**config.mk**
```make
export PLATFORM = sky130hd
export DESIGN_NAME = spi_erase_ctl
export DESIGN_NICKNAME = d
export VERILOG_FILES = /design/src/rtl/spi_erase_pkg.sv /design/src/rtl/spi_erase_sync.sv /design/src/rtl/spi_erase_frame.sv /design/src/rtl/spi_erase_tx.sv /design/src/rtl/spi_erase_timer.sv /design/src/rtl/spi_erase_ctl.sv
export SDC_FILE = /design/constraint.sdc
export NUM_CORES = 1
export LEC_CHECK = 0
export BUFFER_PORTS_ARGS = -buffer_cell sky130_fd_sc_hd__buf_4
export CORE_UTILIZATION = 55
export CTS_CLUSTER_DIAMETER = 60
export DETAILED_ROUTE_END_ITERATION = 16
export PLACE_DENSITY = 0.73
export SLEW_MARGIN = 20
export SYNTH_ARGS = -nofsm -noshare
export SYNTH_HDL_FRONTEND = slang
export SYNTH_SLANG_ARGS = --single-unit
export TNS_END_PERCENT = 10
```
**constraint.sdc**
```tcl
create_clock -name clk -period 4.1 [get_ports clk]
set_clock_uncertainty 0.2 [all_clocks]
set_input_delay 0.205 -clock clk [delete_from_list [all_inputs] [get_ports clk]]
set_output_delay 0.205 -clock clk [all_outputs]
set_load 0.05 [all_outputs]
```
**src/rtl/spi_erase_pkg.sv**
```systemverilog
package spi_erase_pkg;

  localparam logic [7:0] OPC_ERASE = 8'hD8;
  localparam logic [7:0] OPC_WEN   = 8'h06;
  localparam logic [7:0] OPC_RDSR  = 8'h05;
  localparam int ERASE_FRAME_BITS  = 32;
  localparam int WEN_FRAME_BITS    = 8;

  typedef struct packed {
    logic       cmp;
    logic       sec;
    logic       tb;
    logic [2:0] bp;
  } prot_t;

  // Returns 1 when block blk of a 2**blk_w array is write protected.
  function automatic logic blk_locked(input logic [7:0] blk, input prot_t p,
                                      input int unsigned blk_w);
    int unsigned nblk;
    int unsigned cnt;
    int unsigned bpv;
    int unsigned b;
    logic        hit;
    b    = 32'(blk);
    bpv  = 32'(p.bp);
    nblk = 32'd1 << blk_w;
    if (bpv == 0)               cnt = 0;
    else if (p.sec)             cnt = 1;
    else if (bpv - 1 >= blk_w)  cnt = nblk;
    else                        cnt = 32'd1 << (bpv - 1);
    hit = p.tb ? (b < cnt) : (b + cnt >= nblk);
    return hit ^ p.cmp;
  endfunction

  function automatic logic [7:0] status_byte(input logic busy, input logic wel);
    return {6'b000000, wel, busy};
  endfunction

endpackage

```
**src/rtl/spi_erase_sync.sv**
```systemverilog
module spi_erase_sync #(
  parameter int          N       = 3,
  parameter int          STAGES  = 2,
  parameter logic [N-1:0] RST_VAL = '0
) (
  input  logic         clk,
  input  logic         rst_n,
  input  logic [N-1:0] din,
  output logic [N-1:0] dout
);

  for (genvar i = 0; i < N; i++) begin : g_bit
    logic [STAGES-1:0] chain;
    always_ff @(posedge clk or negedge rst_n) begin
      if (!rst_n) chain <= {STAGES{RST_VAL[i]}};
      else        chain <= {chain[STAGES-2:0], din[i]};
    end
    assign dout[i] = chain[STAGES-1];
  end

endmodule

```
**src/rtl/spi_erase_frame.sv**
```systemverilog
module spi_erase_frame #(
  parameter int BLK_W = 4,
  parameter int CNT_W = 6
) (
  input  logic             clk,
  input  logic             rst_n,
  input  logic             sclk_rise,
  input  logic             cs_fall,
  input  logic             cs_low,
  input  logic             mosi,
  output logic [CNT_W-1:0] bit_cnt,
  output logic [7:0]       opc,
  output logic [BLK_W-1:0] blk
);

  localparam int SH_W = 16 + BLK_W;
  localparam logic [CNT_W-1:0] CNT_MAX = '1;

  logic [SH_W-1:0] shreg;

  always_ff @(posedge clk or negedge rst_n) begin
    if (!rst_n) begin
      bit_cnt <= '0;
      opc     <= '0;
      shreg   <= '0;
    end else if (cs_fall) begin
      bit_cnt <= '0;
      opc     <= '0;
    end else if (sclk_rise && cs_low) begin
      shreg <= {shreg[SH_W-2:0], mosi};
      if (bit_cnt != CNT_MAX) bit_cnt <= bit_cnt + 1'b1;
      if (bit_cnt == CNT_W'(7)) opc <= {shreg[6:0], mosi};
    end
  end

  // After a full frame the oldest retained bits are the block-select bits.
  assign blk = shreg[SH_W-1 -: BLK_W];

endmodule

```
**src/rtl/spi_erase_tx.sv**
```systemverilog
module spi_erase_tx (
  input  logic       clk,
  input  logic       rst_n,
  input  logic       sclk_fall,
  input  logic       cs_low,
  input  logic       rd_phase,
  input  logic [7:0] status_live,
  output logic       miso,
  output logic       miso_oe
);

  logic [2:0] idx;
  logic [7:0] snap;

  always_ff @(posedge clk or negedge rst_n) begin
    if (!rst_n) begin
      idx     <= '0;
      snap    <= '0;
      miso    <= 1'b0;
      miso_oe <= 1'b0;
    end else if (!cs_low) begin
      idx     <= '0;
      miso    <= 1'b0;
      miso_oe <= 1'b0;
    end else if (sclk_fall && rd_phase) begin
      miso_oe <= 1'b1;
      if (idx == 3'd0) begin
        snap <= status_live;
        miso <= status_live[7];
      end else begin
        miso <= snap[~idx];
      end
      idx <= idx + 3'd1;
    end
  end

endmodule

```
**src/rtl/spi_erase_timer.sv**
```systemverilog
module spi_erase_timer #(
  parameter int CYCLES = 100000
) (
  input  logic clk,
  input  logic rst_n,
  input  logic start,
  output logic busy,
  output logic done
);

  localparam int CW = $clog2(CYCLES + 1);

  logic [CW-1:0] cnt;

  always_ff @(posedge clk or negedge rst_n) begin
    if (!rst_n) begin
      busy <= 1'b0;
      cnt  <= '0;
    end else if (!busy) begin
      if (start) begin
        busy <= 1'b1;
        cnt  <= CW'(CYCLES - 1);
      end
    end else if (cnt == '0) begin
      busy <= 1'b0;
    end else begin
      cnt <= cnt - 1'b1;
    end
  end

  assign done = busy && (cnt == '0);

endmodule

```
**src/rtl/spi_erase_ctl.sv**
```systemverilog
module spi_erase_ctl
  import spi_erase_pkg::*;
#(
  parameter int BLK_W        = 4,
  parameter int ERASE_CYCLES = 100000,
  parameter int SYNC_STAGES  = 2
) (
  input  logic             clk,
  input  logic             rst_n,
  input  logic             spi_sclk,
  input  logic             spi_cs_n,
  input  logic             spi_mosi,
  input  logic [5:0]       prot_cfg,
  output logic             spi_miso,
  output logic             spi_miso_oe,
  output logic             erase_strobe,
  output logic [BLK_W-1:0] erase_blk
);

  localparam int CNT_W = 6;

  // Synchronised pins: index 0 serial clock, 1 chip select, 2 data.
  logic [2:0] pins_s;
  spi_erase_sync #(.N(3), .STAGES(SYNC_STAGES), .RST_VAL(3'b010)) u_sync (
    .clk  (clk),
    .rst_n(rst_n),
    .din  ({spi_mosi, spi_cs_n, spi_sclk}),
    .dout (pins_s)
  );

  logic sclk_d, cs_n_d;
  always_ff @(posedge clk or negedge rst_n) begin
    if (!rst_n) begin
      sclk_d <= 1'b0;
      cs_n_d <= 1'b1;
    end else begin
      sclk_d <= pins_s[0];
      cs_n_d <= pins_s[1];
    end
  end

  // Named internal events
  logic sclk_rise, sclk_fall, cs_fall_ev, cs_rise_ev, cs_low;
  assign sclk_rise  = pins_s[0] & ~sclk_d;
  assign sclk_fall  = ~pins_s[0] & sclk_d;
  assign cs_fall_ev = ~pins_s[1] & cs_n_d;
  assign cs_rise_ev = pins_s[1] & ~cs_n_d;
  assign cs_low     = ~pins_s[1];

  logic [CNT_W-1:0] frame_bits;
  logic [7:0]       frame_opc;
  logic [BLK_W-1:0] frame_blk;

  spi_erase_frame #(.BLK_W(BLK_W), .CNT_W(CNT_W)) u_frame (
    .clk      (clk),
    .rst_n    (rst_n),
    .sclk_rise(sclk_rise),
    .cs_fall  (cs_fall_ev),
    .cs_low   (cs_low),
    .mosi     (pins_s[2]),
    .bit_cnt  (frame_bits),
    .opc      (frame_opc),
    .blk      (frame_blk)
  );

  logic busy, erase_done, wel_q;
  logic blk_prot, erase_req, erase_start, wen_accept, rd_phase;

  assign blk_prot    = blk_locked(8'(frame_blk), prot_t'(prot_cfg), BLK_W);
  assign erase_req   = cs_rise_ev && (frame_opc == OPC_ERASE)
                       && (frame_bits == CNT_W'(ERASE_FRAME_BITS));
  assign erase_start = erase_req && wel_q && !busy && !blk_prot;
  assign wen_accept  = cs_rise_ev && (frame_opc == OPC_WEN)
                       && (frame_bits == CNT_W'(WEN_FRAME_BITS)) && !busy;
  assign rd_phase    = (frame_opc == OPC_RDSR) && (frame_bits >= CNT_W'(8));

  spi_erase_timer #(.CYCLES(ERASE_CYCLES)) u_timer (
    .clk  (clk),
    .rst_n(rst_n),
    .start(erase_start),
    .busy (busy),
    .done (erase_done)
  );

  always_ff @(posedge clk or negedge rst_n) begin
    if (!rst_n) begin
      wel_q        <= 1'b0;
      erase_strobe <= 1'b0;
      erase_blk    <= '0;
    end else begin
      if (erase_done)      wel_q <= 1'b0;
      else if (wen_accept) wel_q <= 1'b1;
      erase_strobe <= erase_start;
      if (erase_start) erase_blk <= frame_blk;
    end
  end

  spi_erase_tx u_tx (
    .clk        (clk),
    .rst_n      (rst_n),
    .sclk_fall  (sclk_fall),
    .cs_low     (cs_low),
    .rd_phase   (rd_phase),
    .status_live(status_byte(busy, wel_q)),
    .miso       (spi_miso),
    .miso_oe    (spi_miso_oe)
  );

endmodule

```
Yosys cells after proc, flatten, opt, wreduce, memory -nomap -nowiden
Index checks and enable logic that the tools add are counted.
{"block": "totals", "reg_bits": 73, "out_inout_bits": 7, "word_cells": 102, "in_bits": 11}
{"block": "classes", "mux": 27, "eq_ne": 8, "shifts": 1, "n_reduce_logical": 28, "addsub": 5, "bitwise_logic": 11, "magnitude_cmp": 5}
{"op": "$mux 32", "count": 3}
{"op": "$mux 17", "count": 3}
{"op": "$add 4x32->32", "count": 1}
{"op": "$ge 32x3->1 const B", "count": 1}
{"op": "$ge 32x5->1 const B", "count": 1}
{"op": "$lt 4x32->1", "count": 1}
{"op": "$shl 1x32->32 const A", "count": 1}
{"op": "$mux 8", "count": 3}
{"op": "$mux 6", "count": 3}
{"op": "$logic_not 17->1", "count": 1}
{"op": "$sub 17x1->17 const B", "count": 1}
{"op": "$eq 8x3->1 const B", "count": 2}
{"op": "$logic_and 1x1->1", "count": 12}
{"op": "$mux 1", "count": 12}
{"op": "$reduce_bool 2->1", "count": 6}
{"op": "$eq 8x8->1 const B", "count": 1}
{"op": "$reduce_and 2->1", "count": 4}
{"op": "$add 6x1->6 const B", "count": 1}
{"op": "$eq 6x3->1 const B", "count": 1}
{"op": "$eq 6x4->1 const B", "count": 1}
{"op": "$eq 6x6->1 const B", "count": 1}
{"op": "$ge 6x4->1 const B", "count": 1}
{"op": "$logic_not 3->1", "count": 2}
{"op": "$mux 3", "count": 2}
{"op": "other kinds (12)", "count": 20}

Logic depth before layout (Yosys ltp)
{"block": "logic_depth", "word_depth": 13, "ltp_mapped": 16, "ltp_nobuf": 15}

Modules after synthesis
A second synthesis with hierarchy kept.
{"block": "unflattened", "cells_unflattened": 385, "area_unflattened_um2": 4366.7}
{"mod": "spi_erase_frame", "area_per_inst_um2": 1661.6, "cells_each": 126, "seq_area_each_um2": 850.8, "instances": 1}
{"mod": "spi_erase_timer", "area_per_inst_um2": 1099.8, "cells_each": 114, "seq_area_each_um2": 450.4, "instances": 1}
{"mod": "spi_erase_ctl", "area_per_inst_um2": 788.3, "cells_each": 87, "seq_area_each_um2": 201.4, "instances": 1}
{"mod": "spi_erase_tx", "area_per_inst_um2": 641.9, "cells_each": 49, "seq_area_each_um2": 325.3, "instances": 1}
{"mod": "spi_erase_sync", "area_per_inst_um2": 175.2, "cells_each": 9, "seq_area_each_um2": 152.6, "instances": 1}

Worst setup path after synthesis
No wires, ideal clock.
{"block": "synth_path", "path_kind": "input port to flip-flop", "from": "input prot_cfg[0]", "to": "register erase_blk[0]", "n_path_buf": 0, "arrival_ns": 2.779, "setup_time_ns": 0.125, "setup_slack_ns": 0.996, "t_required_ns": 3.775, "cell_stages": 12, "cell_sequence": "inv_1 ha_1 nor3_1 a21oi_1 or4_1 ha_1 nor2b_1 nor4b_1 o221ai_1 o21ai_2 mux2_4 mux2_4"}
{"block": "synth_via", "elab_chain_len": 11, "elab_cells_between_ends": 14, "classes_between": "2 x add/sub; 3 x order compare; 1 x shift; 4 x mux; 1 x bitwise; 3 x reduce/logical"}
{"item": "start, declared", "line_no": "spi_erase_ctl.sv:13", "rtl": "input logic [5:0] prot_cfg,"}
{"item": "$sub 3x1->4", "line_no": "spi_erase_pkg.sv:29, spi_erase_pkg.sv:30"}
{"item": "$ge 32x3->1 / $shl 1x32->32 (equally long branches)", "line_no": "spi_erase_pkg.sv:29, spi_erase_pkg.sv:30"}
{"item": "$mux 32", "line_no": "spi_erase_pkg.sv:29", "rtl": "else if (bpv - 1 >= blk_w) cnt = nblk;"}
{"item": "$mux 32", "line_no": "spi_erase_pkg.sv:28", "rtl": "else if (p.sec) cnt = 1;"}
{"item": "$mux 32 (*)", "line_no": "spi_erase_pkg.sv:27", "rtl": "if (bpv == 0) cnt = 0;"}
{"item": "$add 4x32->32", "line_no": "spi_erase_pkg.sv:31", "rtl": "hit = p.tb ? (b < cnt) : (b + cnt >= nblk);"}
{"item": "$ge 32x5->1", "line_no": "spi_erase_pkg.sv:31"}
{"item": "$mux 1 (*)", "line_no": "spi_erase_pkg.sv:31"}
{"item": "$xor 1x1->1 (*)", "line_no": "spi_erase_pkg.sv:32", "rtl": "return hit ^ p.cmp;"}
{"item": "$logic_not 1->1 (*)", "line_no": "spi_erase_ctl.sv:72", "rtl": "assign erase_start = erase_req && wel_q && !busy && !blk_prot;"}
{"item": "$logic_and 1x1->1 (*)", "line_no": "spi_erase_ctl.sv:72"}
{"item": "end signal, assigned", "line_no": "spi_erase_ctl.sv:94", "rtl": "if (erase_start) erase_blk <= frame_blk;"}
{"item": "end, declared", "line_no": "spi_erase_ctl.sv:17", "rtl": "output logic [BLK_W-1:0] erase_blk"}
Every way passes the cells marked *; elsewhere a longest branch is shown, timed or not.
A chain may end at the register's enable or synchronous reset.

Worst setup path in the final report
{"block": "layout_path", "from": "input prot_cfg[0]", "to": "register erase_blk[1]"}
The elaborated chain is that of the path after synthesis.

==> metrics.md <==
| Metric | Value |
|---|---|
| Clock transition at path regs | `0.07 ns` |
| Setup TNS | `0 ns` |
| Crit-path max FO | `19` |
| Via count | `2,337` |
| Site row count | `29` |
| Worst path required time | `4.13 ns` |
| Headroom to the max-slew limit | `41.05%` |
| CTS buffer count | `9` |
| Min-Delay Path Class | `in -> reg` |
| Global route overflow | `0` |
| Post-route ant nets | `0` |
| Hold Path Cell Cnt | `3` |
| Post-synth top area share | `48.92%` |
| Power share of the combinational group | `6.2%` |
| Slowest-stage cell, CP | `or4_1` |
| Top FF cell, synth | `dfrtp_1` |
| Crit-path max cell delay | `0.45 ns` |
| Top delay family on crit path | `simple AND/OR/NAND/NOR gates` |
| DRT Pass-1 Iters | `4` |
| WL/cell | `14.17 um` |
| Crit path arrival time | `3.21 ns` |
| HPWL Detailed | `4.122 mm` |
| Full die area | `0.006838 mm^2` |
| Tot GR Track Use | `20.60%` |
| Sw Share | `24.85%` |
| Hold_ws | `0.03342 ns` |
| Post-synth EDFFs | `0` |
| #FFs+latches synth | `73` |
| Sequential power share | `56.0%` |
| DR top layer | `met4` |
| Power density cells | `341.5 mW/mm^2` |
| Top-level port count | `18` |
| Final hold vios | `0` |
| First-pass GRT wire length | `10.30 mm` |
| Minimum clock period after layout | `3.179 ns` |
| Clock Root Buffer | `clkbuf_8` |
| Area grow syn2layout | `11.95%` |
| Worst skew pair latency | `0.34 ns` |
| Synth cell types | `55` |
| CTS tree | `yes` |
| Drc violations | `0` |
| Synthesized area | `0.003581 mm^2` |
| Async set-reset flop share out of synthesis | `100.0%` |
| DR WL met3 | `154 um` |
| R2R cell count | `6` |
| Fmax | `314.6 MHz` |
| Vias in the first global route | `2,202` |
| LEAKAGE | `0.001885 uW` |
| Levels on crit path | `13` |
| Core Area | `0.006314 mm^2` |
| Syn Inst Count | `310` |
| Number of antenna cells inserted | `0` |
| Max Transition Viols Final | `0` |
| DR vias/cell | `5.578` |
| Internal Power | `1029 uW` |
| Htree depth | `3` |
| Count leader, synth | `dfrtp_1` |
| Initial antenna violation count | `0` |
| Die height | `82.69 um` |
| Metal2 WL | `2.824 mm` |
| Post-Syn Nets | `338` |
| Cell Chain, Critical Path | `buf_4 -> inv_1 -> ha_1 -> nor3_1 -> a21oi_1 -> or4_1 -> ha_1 -> nor2b_1 -> nor4b_1 -> o221ai_1 -> o21ai_2 -> mux2_4 -> mux2_4` |
| Commonest cells in the netlist | `dfrtp_1, nor2_1, nand2_1` |
| Post-Route WL | `5.939 mm` |
| Starting density of the core | `56.72%` |
| Clk sinks | `73` |
| Yosys warns | `0` |
| Clk buf depth | `2` |
| Layout filler cell count | `532` |
| Clock Power Share | `37.8%` |
| Critical Path End Type | `flip-flop` |
| PostCTS Resize Cnt | `0` |
| M1 WL | `2.894 mm` |
| Peak supply drop | `0.3027 mV` |
| Status | `finished clean` |
| Max-capacitance violation count | `0` |
| PortBufs | `17` |
| Worst path bufs/invs | `2` |
| P_sw | `340.1 uW` |
| Synth area leaders | `dfrtp_1, mux2_2, ha_1` |
| RSZ-0062 raised after global routing | `false` |
| GPL Wtd Cong | `0.8084` |
| Synth area leader | `dfrtp_1` |
| Final setup fails | `0` |
| CP Class | `in -> reg` |
| Worst-Margin Slew | `0.8842 ns` |
| Area occupied by multi-input gates | `0.001638 mm^2` |
| Share of cells above drive strength 1 | `21.93%` |
| Synth Area per Inst | `11.55 um^2` |
| Largest net degree at the start of global routing | `74` |
| Total Nets Final | `365` |
| Worst setup SP type | `primary input` |
| Starting DRT DRC Count | `87` |
| Register area share after synthesis | `51.12%` |
| Die width | `82.69 um` |
| Register Area | `0.001831 mm^2` |
| Period utilisation layout | `77.54%` |
cells by family after synthesis:
group                    after synthesis  share of synthesized area [%]
AO/OA/AOI/OAI                         40                          8.107
AND/OR/NAND/NOR                      103                          16.53
XOR/XNOR                              20                          4.892
adder cells (fa/ha/maj)               17                          6.150
multiplexers                          30                          10.06
flip-flops                            73                          51.12
buffers and inverters                 27                          3.145
worst min-delay path, cell delays in order:
cell and delay, ns:
buf_4 0.10, xor2_1 0.11, a21oi_1 0.12
final cells by class:
| type | count | share of cell area [%] |
|---|---|---|
| Sequential cell | 73 | 45.66 |
| Inverter | 20 | 1.873 |
| Multi-Input combinational cell | 210 | 40.86 |
| Clock inverter | 6 | 1.217 |
| Clock buffer | 10 | 3.433 |
| Tap cell | 77 | 2.403 |
| Timing Repair Buffer | 23 | 4.557 |
state kept, by name (all words and copies together), names as in the netlist:
signal              cells
u_timer.cnt            17
u_tx.miso               1
u_tx.snap               2
u_sync.g_bit.chain      6
u_frame.bit_cnt         6
u_tx.miso_oe            1
sclk_d                  1
u_frame.shreg          20
cs_n_d                  1
wel_q                   1
erase_strobe            1
erase_blk               4
u_tx.idx                3
u_frame.opc             8
u_timer.busy            1
power by group through the flow:
stage / clock network (uW) / logic, uW / registers, uW
floorplan: 0 / 52.6 / 774
global placement: 0 / 80.8 / 779
detailed placement: 0 / 83.6 / 781
CTS: 539 / 86.9 / 767
global route: 569 / 96.6 / 771
finish: 518 / 85.0 / 767
what timing repair did:
| action | CTS | global route |
|---|---|---|
| hold buffers | 4 | 0 |
| endpoints found under the setup margin | 0 | 0 |
| setup buffers | 0 | 0 |
| endpoints found under the hold margin | 73 | 0 |
stage by stage:
stage | utilization [%] | instance area (um^2) | std cells | worst slack, ns | total power [uW]
after floorplan | - | 3581 | 310 | 0.9958 | 826.5
after global routing | 63.50 | 4009 | 419 | 0.7403 | 1437
after global placement | 59.91 | 3782 | 399 | 0.7283 | 860.1
final | 63.50 | 4009 | 419 | 0.9210 | 1369
after detailed placement | 59.91 | 3782 | 399 | 0.5777 | 864.8
after CTS | 63.50 | 4009 | 419 | 0.9426 | 1393
cell usage in the layout, fill, tap and decap left out, types with 2 or more instances in the layout:
master          n
mux2i_1         3
nor3_1          6
nor2_1         24
and2_1          6
a41oi_1         2
nand3_1         8
a31oi_1         2
dfrtp_1        70
dlygate4sd3_1   4
clkbuf_8       10
or4b_4          2
nor4b_1         2
xor2_1          9
mux2_2         19
or3_1           6
xnor2_1        11
dfstp_2         3
nand3b_1        3
clkinvlp_4      3
buf_4          19
nand4_1         3
inv_1          20
or2_2           2
and3_1          2
nand2_1        21
a22o_1          9
a21oi_1        11
o21ai_0         3
mux2_4          7
ha_1           16
nor2b_1         4
nor4_1          4
inv_6           3
o41ai_1         2
final timing paths:
kind	from	to	slack, ns
hold / removal	prot_cfg[5]	u_timer.cnt[5]$_DFFE_PN0P_	0.03
min in group asynchronous	rst_n	u_tx.idx[2]$_DFFE_PN0P_	0.32
hold reg to reg	u_sync.g_bit[2].chain[0]$_DFF_PN0_	u_sync.g_bit[2].chain[1]$_DFF_PN0_	0.15
setup reg to reg	u_sync.g_bit[1].chain[1]$_DFF_PN1_	erase_blk[1]$_DFFE_PN0P_	1.27
setup / recovery	prot_cfg[0]	erase_blk[1]$_DFFE_PN0P_	0.92
max in group asynchronous	rst_n	erase_blk[1]$_DFFE_PN0P_	2.81
layer usage:
| layer | global-route usage (%) | vias to the layer above |
|---|---|---|
| met4 | 6.724 | 0 |
| met1 | 27.55 | 1160 |
| met5 | 0 | - |
| li1 | - | 1144 |
| met2 | 31.72 | 26 |
| met3 | 6.703 | 7 |
(Power assumes the default switching activity.)
